[src/rtl/bias_trim_pkg.sv]
package bias_trim_pkg;
    typedef enum logic [2:0] {
        ST_IDLE,
        ST_LOAD,
        ST_WAIT,
        ST_JUDGE,
        ST_FIX,
        ST_OFFS
    } trim_state_e;
endpackage

[src/rtl/settle_timer.sv]
module settle_timer #(
    parameter int CYC = 24000
) (
    input  logic clk,
    input  logic rst_n,
    input  logic load_i,
    output logic expired_o
);
    localparam int CW = (CYC < 2) ? 1 : $clog2(CYC + 1);

    logic [CW-1:0] cnt_q;

    always_ff @(posedge clk or negedge rst_n) begin
        if (!rst_n)
            cnt_q <= '0;
        else if (load_i)
            cnt_q <= CW'(CYC - 1);
        else if (cnt_q != '0)
            cnt_q <= cnt_q - 1'b1;
    end

    assign expired_o = (cnt_q == '0);
endmodule

[src/rtl/trim_math.sv]
module trim_math #(
    parameter int W      = 4,
    parameter int OFFSET = 2
) (
    input  logic [W-1:0] trim_i,
    input  logic         hi_i,
    input  logic         lo_i,
    output logic [W-1:0] plus_off_o,
    output logic [W-1:0] chk_next_o
);
    localparam int MAXV = (1 << W) - 1;

    int a;
    int c;

    always_comb begin
        a = int'(trim_i) + OFFSET;
        if (a > MAXV)
            a = MAXV;
        plus_off_o = W'(a);

        c = int'(trim_i);
        if (hi_i)
            c = c - 1;
        if (!lo_i) begin
            c = c + 1 + OFFSET;
            if (c > MAXV)
                c = MAXV;
        end
        if (c < OFFSET)
            c = OFFSET;
        chk_next_o = W'(c);
    end
endmodule

[src/rtl/bias_trim_ctrl.sv]
module bias_trim_ctrl
    import bias_trim_pkg::*;
#(
    parameter int TRIM_W     = 4,
    parameter int SETTLE_CYC = 24000,
    parameter int OFFSET     = 2
) (
    input  logic              clk,
    input  logic              rst_n,
    input  logic              start_i,
    input  logic              check_i,
    input  logic              comp_hi_i,
    input  logic              comp_lo_i,
    output logic [TRIM_W-1:0] trim_o,
    output logic              done_o
);
    localparam logic [TRIM_W-1:0] MAXC = {TRIM_W{1'b1}};
    localparam logic [TRIM_W-1:0] MSBW = TRIM_W'(1) << (TRIM_W - 1);
    localparam logic [TRIM_W-1:0] FLOOR = TRIM_W'(OFFSET);

    trim_state_e       st_q, st_d;
    logic [TRIM_W-1:0] trim_q;
    logic [TRIM_W-1:0] wt_q;
    logic              done_q;
    logic              tmr_load;
    logic              tmr_exp;
    logic [TRIM_W-1:0] plus_off;
    logic [TRIM_W-1:0] chk_next;

    settle_timer #(.CYC(SETTLE_CYC)) u_timer (
        .clk       (clk),
        .rst_n     (rst_n),
        .load_i    (tmr_load),
        .expired_o (tmr_exp)
    );

    trim_math #(.W(TRIM_W), .OFFSET(OFFSET)) u_math (
        .trim_i     (trim_q),
        .hi_i       (comp_hi_i),
        .lo_i       (comp_lo_i),
        .plus_off_o (plus_off),
        .chk_next_o (chk_next)
    );

    assign tmr_load = (st_q == ST_LOAD);

    // state register
    always_ff @(posedge clk or negedge rst_n) begin
        if (!rst_n)
            st_q <= ST_IDLE;
        else
            st_q <= st_d;
    end

    // next state
    always_comb begin
        st_d = st_q;
        unique case (st_q)
            ST_IDLE:  if (start_i) st_d = ST_LOAD;
            ST_LOAD:  st_d = ST_WAIT;
            ST_WAIT:  if (tmr_exp) st_d = ST_JUDGE;
            ST_JUDGE: st_d = (wt_q == TRIM_W'(1)) ? ST_FIX : ST_LOAD;
            ST_FIX:   st_d = ST_OFFS;
            ST_OFFS:  st_d = ST_IDLE;
            default:  st_d = ST_IDLE;
        endcase
    end

    // outputs and datapath
    always_ff @(posedge clk or negedge rst_n) begin
        if (!rst_n) begin
            trim_q <= '0;
            wt_q   <= '0;
            done_q <= 1'b0;
        end else begin
            done_q <= 1'b0;
            unique case (st_q)
                ST_IDLE: begin
                    if (start_i) begin
                        trim_q <= '0;
                        wt_q   <= MSBW;
                    end else if (check_i) begin
                        trim_q <= chk_next;
                    end
                end
                ST_LOAD:  trim_q <= trim_q | wt_q;
                ST_WAIT:  ;
                ST_JUDGE: begin
                    if (comp_lo_i)
                        trim_q <= trim_q & ~wt_q;
                    wt_q <= wt_q >> 1;
                end
                ST_FIX: begin
                    if (!comp_lo_i && trim_q != MAXC)
                        trim_q <= trim_q + 1'b1;
                end
                ST_OFFS: begin
                    trim_q <= plus_off;
                    done_q <= 1'b1;
                end
                default: ;
            endcase
        end
    end

    assign trim_o = trim_q;
    assign done_o = done_q;


    start_clear_chk: assert property (@(posedge clk) disable iff (!rst_n)
        (st_q == ST_IDLE && start_i) |=> (trim_q == '0));


    settle_hold_chk: assert property (@(posedge clk) disable iff (!rst_n)
        (st_q == ST_WAIT) |=> $stable(trim_q));


    done_pulse_chk: assert property (@(posedge clk) disable iff (!rst_n)
        done_o |=> !done_o);


    offset_step_chk: assert property (@(posedge clk) disable iff (!rst_n)
        (st_q == ST_OFFS) |=> (done_o && trim_q >= FLOOR));


    check_floor_chk: assert property (@(posedge clk) disable iff (!rst_n)
        (st_q == ST_IDLE && check_i && !start_i) |=> (trim_q >= FLOOR));


    idle_hold_chk: assert property (@(posedge clk) disable iff (!rst_n)
        (st_q == ST_IDLE && !start_i && !check_i) |=> $stable(trim_q));
endmodule

[config.mk]
export PLATFORM = sky130hd
export DESIGN_NAME = bias_trim_ctrl
export DESIGN_NICKNAME = d
export VERILOG_FILES = /design/src/rtl/bias_trim_pkg.sv /design/src/rtl/settle_timer.sv /design/src/rtl/trim_math.sv /design/src/rtl/bias_trim_ctrl.sv
export SDC_FILE = /design/constraint.sdc
export NUM_CORES = 1
export LEC_CHECK = 0
export BUFFER_PORTS_ARGS = -buffer_cell sky130_fd_sc_hd__buf_2
export CAP_MARGIN = 25
export CORE_MARGIN = 2
export CORE_UTILIZATION = 65
export DETAILED_ROUTE_END_ITERATION = 7
export GPL_TIMING_DRIVEN = 0
export MAX_ROUTING_LAYER = met4
export PLACE_DENSITY = 0.84
export SYNTH_ARGS = -nofsm -noshare
export SYNTH_HDL_FRONTEND = slang
export SYNTH_SLANG_ARGS = --single-unit
[constraint.sdc]
create_clock -name clk -period 4.77 [get_ports clk]
set_input_delay 1.1925 -clock clk [delete_from_list [all_inputs] [get_ports clk]]
set_output_delay 1.1925 -clock clk [all_outputs]
set_load 0.05 [all_outputs]
==> impl_metrics.ini, run 1 <==
[logic_synthesis]
syn_avg_cell_area_um2 = 8.88
synth_xor_area_frac = 0.0777
synth-edff-count = 0
yosysWarnings = 0
postSynthCellCount = 241
synth_top_family_by_area = simple AND/OR/NAND/NOR gates
synth_fa_ha_area_frac = 0.105
syn_nets = 265
yosys.area_share.simple = 0.238
async_flop_share = 1.00
synth_compound_area_frac = 0.198
seq_area_frac_synth = 0.316
synthMuxAreaShare = 0.00994
synth_cell_types = 59
synthesis.area_um2 = 2140
synth_flop_cell = dfrtp_1
ys_ff_latch = 27

[grt]
grt_max_degree = 28
antenna_found_initial = 0
grt_pass1_vias = 1636
grt_pass1_wl_mm = 7.21
track_usage = 0.258
grt_overflow_total = 0

[cts]
clock_sinks = 27
hold_buffers = 0
cts.clk_slew.worst_paths_ns = 0.15
cts_buffer_depth = 2
cts_max_level = 1
cts_resized = 0
clk_latency_ns = 0.33
cts.root.buffer_cell = clkbuf_4
numCtsBuffers = 3
cts_tree = done
cts_setup_buffers = 0

[timing]
fin_crit_sh = 0.776
post-route-min-period_ns = 3.70
skew_ns = 0.0110
setup_tns_ns = 0
tightest_slew_ns = 0.721
max_slew_margin = 0.516
slew_violations = 0
finalHoldViolations = 0
rsz0062_at_grt = false
setup_viol = 0
fmax_mhz = 270

[hold_path]
min_to = u_timer.cnt_q[2]
min_path_type = flop to flop
whs_path_depth = 2
hp-start = u_timer.cnt_q[2]

[final_layout]
n_fill_cell = 250
nNetsFinal = 279
antenna_cells = 0
drive_above_1_share = 0.122
multi_input_area_um2 = 1350
fin_util = 0.731
area_delta_synth_final_pct = 5.90
area.sequential_um2 = 676

[detailed_routing]
highest_layer = met3
via_count = 1756
wl_per_cell_um = 14.4
drc_errors = 0
totalWireLength_mm = 4.29
met2WireLength_mm = 2.06
drt-initial-drc-count = 145
wl_met1_mm = 2.06
wl_met3_um = 169
drt_pass1_iterations = 4
via_per_inst = 5.89
antenna_left = 0

[critical_path]
r2r-start = trim_o[1]
timing.rr.end = trim_o[2]
critPathBufInv = 2
path_class = flop to flop
crit_chain = inv_1 -> ha_1 -> a21boi_1 -> and2_1 -> buf_2 -> xnor2_1 -> nand2b_1 -> ha_1 -> nor4b_1 -> nand3_1 -> o31a_1 -> nor2_1 -> nor2_1 -> o32a_1
max_stage_delay_ns = 0.59
cp.required_ns = 5.00
crit_path_end_kind = flop
rrSetupSlack_ns = 1.07
crit_path_max_fanout = 11
cpMaxStageDelayCell = dfrtp_1
cp-start-kind = flop
critPathArrivalTime_ns = 3.93
cp_num_cells = 14
critPathTopFamily = simple AND/OR/NAND/NOR gates
reg2reg_depth = 14

[placed_design]
numPortBuffers = 9
gp_congestion = 0.951
dpl.hpwl_mm = 3.18

[die]
die_area_um2 = 3770
io_pins = 11
coreArea_um2 = 3100
die_h_um = 61.4
initial_core_util = 0.690
die_w_um = 61.4
num_rows = 20

[power_and_ir_drop]
p_leak_nw = 0.933
power_density_nw_per_um2 = 169
power.total_uw = 382
ir_drop_v = 0.000183

[job]
drv_cap = 0

[outcome]
status = complete, no violations
==> worst max path at each step <==
stage | startpoint | slack, ns | end
floorplan | trim_o[2] | 1.23 | trim_o[2]
global placement | comp_hi_i | 1.04 | trim_o[2]
detailed placement | comp_hi_i | 0.98 | trim_o[2]
CTS | trim_o[1] | 1.08 | trim_o[2]
global route | trim_o[1] | 0.81 | trim_o[2]
finish | trim_o[1] | 1.07 | trim_o[2]
==> layout make-up <==
class | count | share of cell area
inverter | 11 | 0.0182
sequential | 27 | 0.298
multi-input combinational | 190 | 0.594
tap | 44 | 0.0243
buffer | 13 | 0.0342
clock buffer | 4 | 0.0116
timing repair buffer | 9 | 0.0199
==> power by group <==
group | switching [mW] | internal (mW)
Combinational | 0.0337 | 0.0182
Clock | 0.0667 | 0.0328
Sequential | 0.000937 | 0.230
==> Yosys cell counts (2+ instances only) <==
master | count | area [µm²]
a211o_1 | 2 | 17.5
a21oi_1 | 11 | 55.1
a31oi_1 | 3 | 18.8
and2_1 | 3 | 18.8
buf_2 | 5 | 25.0
buf_6 | 3 | 33.8
clkbuf_1 | 5 | 18.8
dfrtp_1 | 27 | 676
ha_1 | 18 | 225
inv_1 | 11 | 41.3
nand2_1 | 22 | 82.6
nand2b_1 | 7 | 43.8
nand3_1 | 8 | 40.0
nand4_1 | 3 | 18.8
nor2_1 | 24 | 90.1
nor2b_1 | 2 | 12.5
nor3_1 | 6 | 30.0
nor3b_1 | 2 | 15.0
nor4_4 | 2 | 42.5
nor4b_1 | 2 | 17.5
o211ai_1 | 2 | 15.0
o21ai_0 | 12 | 60.1
o22ai_1 | 4 | 25.0
o31ai_1 | 2 | 15.0
o32ai_1 | 2 | 17.5
or3_1 | 3 | 18.8
xnor2_1 | 11 | 96.3
xor2_1 | 8 | 70.1
==> routing by layer <==
layer,vias up,GRT usage
li1,899,-
met1,812,0.356
met2,45,0.426
met3,0,0.0399
met4,0,0.0122
met5,-,-
==> tightest hold or removal path, cell delays in order (launching register included) <==
cell     delay (ns)
dfrtp_1        0.38
a21oi_1        0.06
o21ai_0        0.07
==> state kept, by name, indices dropped and copies added (netlist names) <==
name and flops:
done_o 1, trim_o 4, st_q 3, u_timer.cnt_q 15, wt_q 4
==> layout by cell type, fill, tap and decap left out, types with 2 or more instances in the layout <==
cell,instances
nor2b_1,2
a31oi_1,3
or3_1,3
nand4_1,3
o32ai_1,2
clkbuf_4,3
nor4b_1,2
buf_2,14
inv_1,11
nand3_1,8
xnor2_1,11
xor2_1,8
clkbuf_1,6
o31ai_1,2
nor4_4,2
dfrtp_1,27
o211ai_1,2
o22ai_1,4
nor3b_1,2
nand2_1,22
nand2b_1,7
ha_1,18
a211o_1,2
buf_6,3
nor3_1,6
and2_1,3
o21ai_0,12
nor2_1,24
a21oi_1,11
==> cells by family after synthesis <==
group           Yosys count
buf+inv                  24
simple gates             92
xor+xnor                 19
fa+ha+maj                18
mux                       2
compound gates           59
flops                    27
==> metrics by stage <==
| stage | worst slack (ns) | cells | hold slack (ns) | cell area [µm²] |
|---|---|---|---|---|
| global route | 0.811 | 298 | 0.568 | 2270 |
| detailed placement | 0.976 | 294 | 0.510 | 2240 |
| finish | 1.07 | 298 | 0.540 | 2270 |
| CTS | 1.08 | 298 | 0.545 | 2270 |
| global placement | 1.04 | 294 | 0.505 | 2240 |
| floorplan | 1.23 | 241 | 0.471 | 2140 |
No activity file was read; power rests on OpenSTA's default activity.
==> run 2, diff against run 1 <==
--- a/config.mk
+++ b/config.mk
@@ -5,14 +5,15 @@
 export SDC_FILE = /design/constraint.sdc
 export NUM_CORES = 1
 export LEC_CHECK = 0
+export ABC_AREA = 1
 export BUFFER_PORTS_ARGS = -buffer_cell sky130_fd_sc_hd__buf_2
 export CAP_MARGIN = 25
 export CORE_MARGIN = 2
-export CORE_UTILIZATION = 65
+export CORE_UTILIZATION = 56
 export DETAILED_ROUTE_END_ITERATION = 7
 export GPL_TIMING_DRIVEN = 0
 export MAX_ROUTING_LAYER = met4
-export PLACE_DENSITY = 0.84
+export PLACE_DENSITY = 0.77
 export SYNTH_ARGS = -nofsm -noshare
 export SYNTH_HDL_FRONTEND = slang
 export SYNTH_SLANG_ARGS = --single-unit
==> constraint.sdc (replaced) <==
create_clock -name clk -period 3.4 [get_ports clk]
set_input_delay 0.85 -clock clk [delete_from_list [all_inputs] [get_ports clk]]
set_output_delay 0.85 -clock clk [all_outputs]
set_load 0.05 [all_outputs]
==> impl_metrics.ini, run 2 <==
[outcome]
status = complete, no violations

[die]
die_area_um2 = 4490
coreArea_um2 = 3740
num_rows = 22
die_w_um = 67.0
io_pins = 11
initial_core_util = 0.594
die_h_um = 67.0

[timing]
max_slew_margin = 0.596
skew_ns = 0.00725
slew_violations = 0
fmax_mhz = 323
tightest_slew_ns = 0.605
fin_crit_sh = 0.910
post-route-min-period_ns = 3.09
setup_viol = 0
finalHoldViolations = 0

[power_and_ir_drop]
p_leak_nw = 1.15
ir_drop_v = 0.000557
power.total_mw = 2.01
power_density_nw_per_um2 = 828

[hold_path]
min_path_type = flop to flop
whs_path_depth = 1

[grt]
antenna_found_initial = 0
grt_overflow_total = 0
grt_use_met2 = 0.406
grt_max_degree = 28
grt-busiest-layer = met2
track_usage = 0.234
grt_pass1_wl_mm = 7.91
grtUsageMet3 = 0.0304
met1_usage = 0.300
grt_pass1_vias = 1901

[placed_design]
dpl.hpwl_mm = 3.56
dpl-instance-area_um2 = 2330
gp_congestion = 0.897
numPortBuffers = 9

[logic_synthesis]
ys_ff_latch = 27
netlist.area_leader.share = 0.304
synth_area_leaders = dfrtp_1, ha_1, nand2_1, inv_1, nor2_1
async_flop_share = 1.00
yosysWarnings = 0
synth-edff-count = 0
yosysMostFrequentCell = nand2_1
syn_nets = 328
yosysTopAreaCell = dfrtp_1
synth_flop_cell = dfrtp_1
synth_cell_types = 38
synthesis.area_um2 = 2220
syn_avg_cell_area_um2 = 7.31
postSynthCellCount = 304
synth_top_cells_by_count = nand2_1, inv_1, nor2_1, dfrtp_1, o21ai_0
seq_area_frac_synth = 0.304

[final_layout]
largest_reg_flops = 15
max_flop_register = u_timer.cnt_q
nNetsFinal = 347
design_area_um2 = 2430
drive_above_1_share = 0.199
final_common_cell = nand2_1
antenna_cells = 0
area_delta_synth_final_pct = 9.29
layout_common_cells = nand2_1, inv_1, nor2_1

[critical_path]
crit_chain = clkinvlp_4 -> buf_4 -> ha_1 -> nand2_1 -> nand3_2 -> nor3_2 -> nand3_1 -> ha_1 -> nand2_1 -> nor2_1 -> nand2_1 -> nor2_2 -> nand2_4 -> nand2_4 -> nand3_1 -> nand2_1 -> nand3_2 -> nand2_1 -> nor2_1 -> nor2_1 -> nor2_1
cpMaxStageDelayCell = dfrtp_2
crit_path_end_kind = flop
critPathArrivalTime_ns = 3.26
cp_num_cells = 21
max_stage_delay_ns = 0.45
crit_path_max_fanout = 6
cp-start-kind = flop
path_class = flop to flop
reg2reg_depth = 21
critPathTopFamily = simple AND/OR/NAND/NOR gates
crit_top_cell = nand2_1
cp.required_ns = 3.57
critPathBufInv = 2

[cts]
clock_sinks = 27
cts.root.buffer_cell = clkbuf_8
numCtsBuffers = 3
cts_tree = done
cts.clk_slew.worst_paths_ns = 0.09
cts_max_level = 1
clk_latency_ns = 0.27
cts_buffer_depth = 2

[job]
drv_cap = 0

[detailed_routing]
via_per_inst = 5.36
drt-initial-drc-count = 119
via_count = 1984
antenna_left = 0
drc_errors = 0
wl_per_cell_um = 12.5
totalWireLength_mm = 4.61
drt_pass1_iterations = 4
==> run 2: cell types whose count changed after synthesis, sizes merged, moves of 7 or more <==
cell	delta
inv	+43
nand2	+36
nand2b	-7
nand3	+19
nor2	+14
o21ai	+17
xnor2	-11
==> run 2: cell families (layout without fill, tap and decap cells) <==
logic type	count (synthesis)	after routing	synth area share
buffers and inverters	58	76	0.102
DFF	27	27	0.304
xor gates and xnor gates	3	3	0.0118
AOI/OAI and AO/OA	56	56	0.151
adders and majority gates	18	18	0.101
and+or+nand+nor	142	142	0.329
==> run 2: metal layers <==
layer	share of wire	wire length, µm
met1	0.50	2320
met2	0.47	2150
met3	0.028	128
met4	0.0024	11
met5	0	0
==> run 2: where the power goes <==
part | total (mW) | internal [mW] | leakage (nW) | switching, mW
clock | 0.180 | 0.0839 | 0.0228 | 0.0965
combinational | 1.32 | 0.461 | 0.829 | 0.862
sequential | 0.507 | 0.412 | 0.303 | 0.0953
==> run 2: worst paths after layout <==
kind | slack, ns | endpoint | startpoint
setup reg to reg | 0.31 | trim_o[2] | trim_o[1]
max in group asynchronous | 2.38 | trim_o[1] | rst_n
min in group asynchronous | 0.58 | done_o | rst_n
hold reg to reg | 0.50 | u_timer.cnt_q[6] | u_timer.cnt_q[6]
setup / recovery | 0.31 | trim_o[2] | trim_o[1]
hold / removal | 0.50 | u_timer.cnt_q[6] | u_timer.cnt_q[6]
==> run 2: per-stage QoR <==
stage           util  std cells  setup WS, ns  TNS [ns]  hold WS [ns]
3_3_place_gp   0.622        361        0.0975         0         0.472
4_1_cts        0.634        365        0.0782         0         0.501
2_1_floorplan      -        304         0.123         0         0.452
3_5_place_dp   0.622        361         0.103         0         0.475
5_1_grt        0.649        370       -0.0210   -0.0210         0.514
6_report       0.649        370         0.307         0         0.496
==> run 2: what timing repair did <==
| action | 4_1_cts | 5_1_grt |
|---|---|---|
| setup buffers | 0 | 5 |
| hold endpoints to repair | 0 | 0 |
| resized for setup | 0 | 6 |
| hold buffers | 0 | 0 |
| setup endpoints to repair | 0 | 4 |
==> run 2: area by class of cell <==
class / count / area, µm²
clock buffers: 4 / 45.0
multi-input cells: 219 / 1330
well taps: 48 / 60.1
inverters: 54 / 206
fillers: 355 / 1320
plain buffers: 4 / 25.0
repair buffers: 14 / 82.6
flip-flops and latches: 27 / 678
